===== src/rtl/lio_irq_pkg.sv =====
`timescale 1ns/1ps
package lio_irq_pkg;

    localparam int unsigned SRC_N      = 10;
    localparam int unsigned MASK_W     = 8;
    localparam int unsigned STAT_W     = 16;
    localparam int unsigned BUS_W      = 32;
    localparam int unsigned ADDR_W     = 4;
    localparam int unsigned SYNC_DEPTH = 2;

    // fixed source positions
    typedef enum int unsigned {
        SRC_SER_A   = 0,
        SRC_SER_B   = 1,
        SRC_VRETR   = 2,
        SRC_PARPORT = 3,
        SRC_SCSI    = 4,
        SRC_ENET    = 5,
        SRC_GEOM    = 6,
        SRC_FIFOFUL = 7,
        SRC_ACFAIL  = 8,
        SRC_VR_STAT = 9
    } lio_src_e;

    typedef enum logic [ADDR_W-1:0] {
        ADDR_STATUS = 4'h0,
        ADDR_MASK   = 4'h8
    } lio_addr_e;

    // pins whose request level is low
    localparam logic [SRC_N-1:0] ACTIVE_LOW_SRC = SRC_N'(1) << SRC_SCSI;

    // pin levels that mean "idle", used as synchroniser reset value
    localparam logic [SRC_N-1:0] IDLE_PIN_LEVEL = ACTIVE_LOW_SRC;

    // convert pin levels to active-high request flags
    function automatic logic [SRC_N-1:0] pins_to_req(input logic [SRC_N-1:0] pins);
        return pins ^ ACTIVE_LOW_SRC;
    endfunction

    typedef struct packed {
        logic              wr;
        logic [ADDR_W-1:0] addr;
        logic [MASK_W-1:0] wdata;
    } lio_bus_t;

endpackage


===== src/rtl/lio_sync.sv =====
`timescale 1ns/1ps
module lio_sync #(
    parameter int unsigned   W       = lio_irq_pkg::SRC_N,
    parameter int unsigned   DEPTH   = lio_irq_pkg::SYNC_DEPTH,
    parameter logic [W-1:0]  RST_VAL = '0
) (
    input  logic         clk,
    input  logic         rst,
    input  logic [W-1:0] d,
    output logic [W-1:0] q
);

    logic [W-1:0] stage [DEPTH];

    for (genvar i = 0; i < DEPTH; i++) begin : g_stage
        if (i == 0) begin : g_first
            always_ff @(posedge clk) begin
                if (rst) stage[i] <= RST_VAL;
                else     stage[i] <= d;
            end
        end else begin : g_next
            always_ff @(posedge clk) begin
                if (rst) stage[i] <= RST_VAL;
                else     stage[i] <= stage[i-1];
            end
        end
    end

    assign q = stage[DEPTH-1];

endmodule


===== src/rtl/lio_status.sv =====
`timescale 1ns/1ps
module lio_status
    import lio_irq_pkg::*;
#(
    parameter int unsigned N  = SRC_N,
    parameter int unsigned SW = STAT_W
) (
    input  logic          clk,
    input  logic          rst,
    input  logic [N-1:0]  sync_pins,
    output logic [SW-1:0] status
);

    localparam int unsigned PAD_W = SW - N;

    logic [SW-1:0] status_q;

    always_ff @(posedge clk) begin
        if (rst) status_q <= {{PAD_W{1'b0}}, {N{1'b1}}};
        else     status_q <= {{PAD_W{1'b0}}, ~pins_to_req(sync_pins)};
    end

    assign status = status_q;

    AST_STATUS_RESET: assert property (@(posedge clk)
        rst |=> status_q == {{PAD_W{1'b0}}, {N{1'b1}}});

    AST_STATUS_PAD_ZERO: assert property (@(posedge clk) disable iff (rst)
        status_q[SW-1:N] == '0);

    AST_STATUS_HOLD: assert property (@(posedge clk) disable iff (rst)
        $stable(sync_pins) |=> $stable(status_q));

endmodule


===== src/rtl/lio_mask.sv =====
`timescale 1ns/1ps
module lio_mask #(
    parameter int unsigned MW = lio_irq_pkg::MASK_W
) (
    input  logic          clk,
    input  logic          rst,
    input  logic          wr_en,
    input  logic [MW-1:0] wdata,
    output logic [MW-1:0] mask
);

    logic [MW-1:0] mask_q;

    always_ff @(posedge clk) begin
        if (rst)        mask_q <= '0;
        else if (wr_en) mask_q <= wdata;
    end

    assign mask = mask_q;

    AST_MASK_RESET: assert property (@(posedge clk)
        rst |=> mask_q == '0);

    AST_MASK_HOLD: assert property (@(posedge clk) disable iff (rst)
        !wr_en |=> $stable(mask_q));

    AST_MASK_LOAD: assert property (@(posedge clk) disable iff (rst)
        wr_en |=> mask_q == $past(wdata));

endmodule


===== src/rtl/lio_irq_agg.sv =====
`timescale 1ns/1ps
module lio_irq_agg
    import lio_irq_pkg::*;
(
    input  logic              clk,
    input  logic              rst,
    input  logic [SRC_N-1:0]  src_raw,
    input  logic              reg_wr,
    input  logic [ADDR_W-1:0] reg_addr,
    input  logic [MASK_W-1:0] reg_wdata,
    output logic [BUS_W-1:0]  reg_rdata,
    output logic              cpu_irq
);

    lio_bus_t          bus;
    logic [SRC_N-1:0]  sync_pins;
    logic [STAT_W-1:0] status;
    logic [MASK_W-1:0] mask;
    logic              mask_wr;
    logic [MASK_W-1:0] pending;
    logic              irq_q;

    assign bus     = '{wr: reg_wr, addr: reg_addr, wdata: reg_wdata};
    assign mask_wr = bus.wr && (bus.addr == ADDR_MASK);

    lio_sync #(
        .W       (SRC_N),
        .DEPTH   (SYNC_DEPTH),
        .RST_VAL (IDLE_PIN_LEVEL)
    ) u_sync (
        .clk (clk),
        .rst (rst),
        .d   (src_raw),
        .q   (sync_pins)
    );

    lio_status #(
        .N  (SRC_N),
        .SW (STAT_W)
    ) u_status (
        .clk       (clk),
        .rst       (rst),
        .sync_pins (sync_pins),
        .status    (status)
    );

    lio_mask #(
        .MW (MASK_W)
    ) u_mask (
        .clk   (clk),
        .rst   (rst),
        .wr_en (mask_wr),
        .wdata (bus.wdata),
        .mask  (mask)
    );

    // only the low MASK_W sources can be enabled
    assign pending = ~status[MASK_W-1:0] & mask;

    always_ff @(posedge clk) begin
        if (rst) irq_q <= 1'b0;
        else     irq_q <= |pending;
    end

    assign cpu_irq = irq_q;

    always_comb begin
        reg_rdata = '0;
        case (bus.addr)
            ADDR_STATUS: reg_rdata = BUS_W'(status);
            ADDR_MASK:   reg_rdata = BUS_W'(mask);
            default:     reg_rdata = '0;
        endcase
    end

    AST_IRQ_RESET: assert property (@(posedge clk)
        rst |=> !cpu_irq);

    AST_IRQ_MASK_OFF: assert property (@(posedge clk) disable iff (rst)
        (mask == '0) |=> !cpu_irq);

    AST_IRQ_LOW_IDLE: assert property (@(posedge clk) disable iff (rst)
        (&status[MASK_W-1:0]) |=> !cpu_irq);

endmodule


===== config.mk =====
export PLATFORM = sky130hd
export DESIGN_NAME = lio_irq_agg
export DESIGN_NICKNAME = d
export VERILOG_FILES = /design/src/rtl/lio_irq_pkg.sv /design/src/rtl/lio_sync.sv /design/src/rtl/lio_status.sv /design/src/rtl/lio_mask.sv /design/src/rtl/lio_irq_agg.sv
export SDC_FILE = /design/constraint.sdc
export NUM_CORES = 1
export LEC_CHECK = 0
export ABC_AREA = 0
export BUFFER_PORTS_ARGS = -buffer_cell sky130_fd_sc_hd__buf_2
export CORE_MARGIN = 3
export CORE_UTILIZATION = 48
export DETAILED_ROUTE_END_ITERATION = 8
export GPL_ROUTABILITY_DRIVEN = 0
export GPL_TIMING_DRIVEN = 0
export PLACE_DENSITY = 0.78
export SETUP_SLACK_MARGIN = 0.1
export SLEW_MARGIN = 0
export SYNTH_ARGS = -nofsm -noshare
export SYNTH_HDL_FRONTEND = slang
export SYNTH_HIERARCHICAL = 1
export SYNTH_SLANG_ARGS = --single-unit
export TNS_END_PERCENT = 100

===== constraint.sdc =====
create_clock -name clk -period 1.6 [get_ports clk]
set_input_delay 0.08 -clock clk [delete_from_list [all_inputs] [get_ports clk]]
set_output_delay 0.08 -clock clk [all_outputs]
set_load 0.02 [all_outputs]

==> results of run 1 <==
==> cell families (layout without fill, tap and decap cells) <==
kind of cell,count (synthesis),in the layout,synth area share
compound gates,12,12,0.07109
buf+inv,32,92,0.1462
mux,8,8,0.05170
flops,39,39,0.5040
simple gates,52,52,0.2221
other cells,2,22,0.004848
==> per-layer routing <==
metal	vias to the layer above	track usage
met4	0	0.08815
met1	460	0.1504
met2	61	0.2410
met3	13	0.06835
met5	-	0
li1	576	-
==> how the worst max path moves through the flow <==
stage	startpoint	to	slack (ns)	cells after the start
after global placement	reg_addr[1]	u_mask/mask[5]	0.13	6
after CTS	reg_addr[1]	reg_rdata[3]	0.32	5
final	reg_addr[1]	reg_rdata[3]	0.33	5
after detailed placement	reg_addr[1]	u_mask/mask[5]	0.06	6
after global routing	reg_addr[1]	reg_rdata[3]	0.27	5
after floorplan	reg_addr[1]	u_mask/mask[0]	0.43	5
==> power breakdown <==
part	internal, mW	switching [mW]	total [mW]
Combinational	0.125	0.105	0.230
Clock	0.170	0.287	0.456
Sequential	1.00	0.00976	1.01
Total	1.30	0.402	1.70
==> state kept, by name, summed over array words and instances, names as in the netlist <==
signal	cells
u_sync/stage	20
u_status/status	10
u_mask/mask	8
cpu_irq	1
==> worst min-delay path, stage by stage <==
cell,delay (ns)
buf_2,0.08
mux2i_1,0.07
nor2_1,0.10
==> synth_stat cells (all sizes together) <==
master | number | area share
dfxtp | 39 | 0.50
buf | 27 | 0.13
nor2b | 21 | 0.085
and2 | 9 | 0.040
nand2b | 9 | 0.036
a22o | 8 | 0.052
mux2i | 8 | 0.052
nor2 | 8 | 0.019
inv | 5 | 0.012
or2 | 3 | 0.012
a22oi | 2 | 0.0097
conb | 2 | 0.0048
a2111oi | 1 | 0.0057
a31oi | 1 | 0.0040
nor4 | 1 | 0.014
nor4b | 1 | 0.015
==> timing repair <==
item,4_1_cts,5_1_grt
buffers inserted,0,0
hold buffers,17,0
endpoints found under the hold margin,17,0
==> cell type report <==
type / instances / area share
well taps: 42 / 0.02532
repair buffers: 52 / 0.1664
clock buffers: 6 / 0.01989
inverters: 5 / 0.009042
multi-input cells: 94 / 0.2972
clock inverters: 2 / 0.006028
flip-flops and latches: 39 / 0.3761
plain buffers: 27 / 0.1001
==> metrics, run 1 <==
max_cap viols=0; Routed wire per std cell=9.820 um; n_diodes=0; Post-Route M1 WL=1060 um; slowest CP cell=nor4_4; WL met2=1213 um; reg-to-reg endpoint=cpu_irq; clock sink count=39; first-pass GRT wire length=4581 um; vias per cell=4.157; CTS Buf Count=5; H-tree levels=2; Clock Path Buffers=2; Max transition margin=0.6445; TNS Setup=0 ns; highest routed layer=met4; number of global-route vias before repair=1122; # fillers=212; Syn. warnings=6; Tmin final=1.272 ns; final instance area=2076 um^2; Placed Cells=242; final slew viol count=0; clk slew on worst S/H paths=0.10 ns; Cell Area, Synth=1549 um^2; dpl ws=0.06311 ns; initial antenna violation count=0; hold crit path type=in2reg; nets=249; most frequent cells in the layout=dfxtp_1 (39), buf_2 (36), buf_4 (22), conb_1 (22), nor2b_1 (21); final setup vio count=0; P per Cell Area=818.6 nW/um^2; DRT Pass-1 Iters=4; setup ws final=0.3277 ns; total track usage=0.1462; Synth Instances=145; HP Start=reg_wdata[5]; clock latency on the worst-skew pair=0.33 ns; Worst Path Arrival=1.19 ns; startpoint class of the critical path=input port; critical path type=in2out; proportion of layout cells with a drive suffix above 1=0.3689; CP peak stage delay=0.48 ns; most common cell after layout, fill and taps aside=dfxtp_1; flop2flop setup slack=0.49 ns; Bufs and invs on worst path=3; Worst setup EP type=output port; syn avg cell area=10.68 um^2; CTS resizes=0; sequential cell area=780.7 um^2; Remaining DRCs=0; reg-to-reg critical path startpoint=u_mask/mask[2]; largest net degree at the start of global routing=15; fmax=786.0 MHz; status=finished, final reports clean; CTS tree=built; Starting Density=0.5297; Worst Reg-to-Reg Cells=3; Antenna Nets Post-Route=0; Pleak=0.9939 nW; Tightest Pin Transition=0.5310 ns; I/O pin cnt=58; Seq/Total Area, Yosys=0.5040; Post-DP HPWL=1907 um; Yosys cell types=20; Root Driver=clkbuf_4; Final period util=0.7952; met3 WL post-DR=257 um; family with the most delay on the worst path=buffers and inverters; die height=62.81 um; WHS=0.04233 ns; Buffers on Ports=35; row cnt=19; Layout Cells excl Fill=267; CP Data Required Time=1.52 ns; crit-path cells=buf_2 -> nor4_4 -> buf_6 -> a22o_2 -> buf_2; WHS Endpoint=u_mask/mask[5]; die footprint=3944 um^2; Hold Path Depth=3; Worst VDD drop=0.5933 mV; Core ar.=2924 um^2; die width=62.81 um; CP Max Fanout=10; grt ovf=0; cell mode on critical path=buf_2; DRT Wirelength=2622 um; Area after DPL=1852 um^2; Clock Skews=0.007194 ns; RSZ-0062 raised after global routing=false; via count=1110; Area Overhead vs Synth=34.01%; area of the multi-input gates=616.8 um^2; #FFs+latches synth=39; Power, Total=1.699 mW; Final Core Density=0.7099; iteration-0 DRC count of the detailed router=37; Hold Violations, Final=0
No activity file was read; power rests on OpenSTA's default activity.
==> inputs of run 2 (changes only) <==
==> constraint.sdc (replaced) <==
create_clock -name clk -period 1.3 [get_ports clk]
set_input_delay 0.065 -clock clk [delete_from_list [all_inputs] [get_ports clk]]
set_output_delay 0.065 -clock clk [all_outputs]
set_load 0.02 [all_outputs]
==> metrics, run 2 (synthesis gave the netlist of run 1 again) <==
Bufs and invs on worst path=1; Worst VDD drop=0.7332 mV; die height=62.81 um; reg-to-reg critical path startpoint=u_mask/mask[2]; WHS=0.05811 ns; Final period util=0.8757; Post-DP HPWL=1907 um; clock latency on the worst-skew pair=0.33 ns; fmax=878.4 MHz; I/O pin cnt=58; most frequent cells in the layout=dfxtp_1 (39), buf_2 (36), buf_4 (25); DRT Pass-1 Iters=4; largest net degree at the start of global routing=15; Area Overhead vs Synth=36.51%; hold crit path type=in2reg; Root Driver=clkbuf_4; Antenna Nets Post-Route=0; CP Data Required Time=1.24 ns; slowest CP cell=dfxtp_1; most common cell after layout, fill and taps aside=dfxtp_1; DRT Wirelength=2722 um; die footprint=3944 um^2; Layout Cells excl Fill=271; Clock Skews=0.007184 ns; number of global-route vias before repair=1125; Core ar.=2924 um^2; CP peak stage delay=0.35 ns; Worst Path Arrival=1.07 ns; H-tree levels=2; Buffers on Ports=35; initial antenna violation count=0; power share of the sequential group=0.594; combinational power share=0.138; Switching Fraction=0.2369; Starting Density=0.5297; reg-to-reg endpoint=cpu_irq; Worst setup EP type=output port; vias per cell=4.111; iteration-0 DRC count of the detailed router=44; flop2flop setup slack=0.27 ns; Pleak=1.016 nW; Worst Reg-to-Reg Cells=3; Hold Violations, Final=0; CP Max Fanout=3; clock sink count=39; proportion of layout cells with a drive suffix above 1=0.3799; die width=62.81 um; RSZ-0062 raised after global routing=false; WHS Endpoint=cpu_irq; CTS Buf Count=5; family with the most delay on the worst path=flip-flops; Clock Path Buffers=2; startpoint class of the critical path=flop; Routed wire per std cell=10.04 um; final slew viol count=0; number of flip-flops in the largest register=20; Tmin final=1.138 ns; status=finished, final reports clean; dpl ws=-0.2219 ns; Remaining DRCs=0; critical path type=reg2out; Placed Cells=242; n_diodes=0; setup ws final=0.1616 ns; Hold Path Depth=2; crit-path cells=a22o_2 -> buf_2; internal power=1.602 mW; HP Start=rst; total track usage=0.1496; max_cap viols=0; Clock power frac=0.268; via count=1114; first-pass GRT wire length=4657 um; final setup vio count=0; row cnt=19; P per Cell Area=992.7 nW/um^2; nets=253; CTS tree=built; grt ovf=0; Sw Pwr=497.3 uW; Top reg by flops=u_sync/stage; clk slew on worst S/H paths=0.11 ns
-- run 2: power groups by stage --
stage | registers, mW | logic, mW | clock network (mW)
3_5_place_dp | 1.27 | 0.241 | 0
3_3_place_gp | 1.27 | 0.237 | 0
2_1_floorplan | 1.27 | 0.177 | 0
5_1_grt | 1.25 | 0.318 | 0.642
6_report | 1.25 | 0.290 | 0.562
4_1_cts | 1.25 | 0.286 | 0.594
-- run 2: worst max path at each step --
stage,cells past startpoint,from,end
floorplan,5,reg_addr[1],u_mask/mask[0]
global placement,6,reg_addr[1],u_mask/mask[5]
detailed placement,6,reg_addr[1],u_mask/mask[5]
CTS,2,u_mask/mask[4],reg_rdata[4]
global route,2,u_mask/mask[1],reg_rdata[1]
finish,2,u_mask/mask[1],reg_rdata[1]
-- run 2: area by class of cell --
type                    count  area [um^2]
plain buffers              27        207.7
clock buffers               6        41.29
clock inverters             2        12.51
fillers                   206        809.5
inverters                   5        18.77
multi-input cells          94        623.1
flip-flops and latches     39        780.7
well taps                  42        52.55
repair buffers             56        377.9
-- run 2: repair_timing --
action                     4_1_cts  5_1_grt
gates resized for setup          0        2
pin swaps                        2        0
hold endpoints to repair        18        0
hold buffers                    18        0
setup endpoints to repair        5        1
setup buffers                    3        0
-- run 2: layer usage --
layer,GRT usage,routed length [um]
met5,0,0
met4,0.08815,83
met3,0.06655,240
met2,0.2477,1297
met1,0.1560,1101
-- run 2: stage by stage --
step                      power, mW    util  setup TNS, ns  instance area [um^2]
after global placement        1.509  0.6333         -1.228                  1852
after global routing          2.212  0.7231              0                  2115
after CTS                     2.127  0.7210              0                  2108
final                         2.099  0.7231              0                  2115
after detailed placement      1.516  0.6333         -1.536                  1852
after floorplan               1.448       -              0                  1624
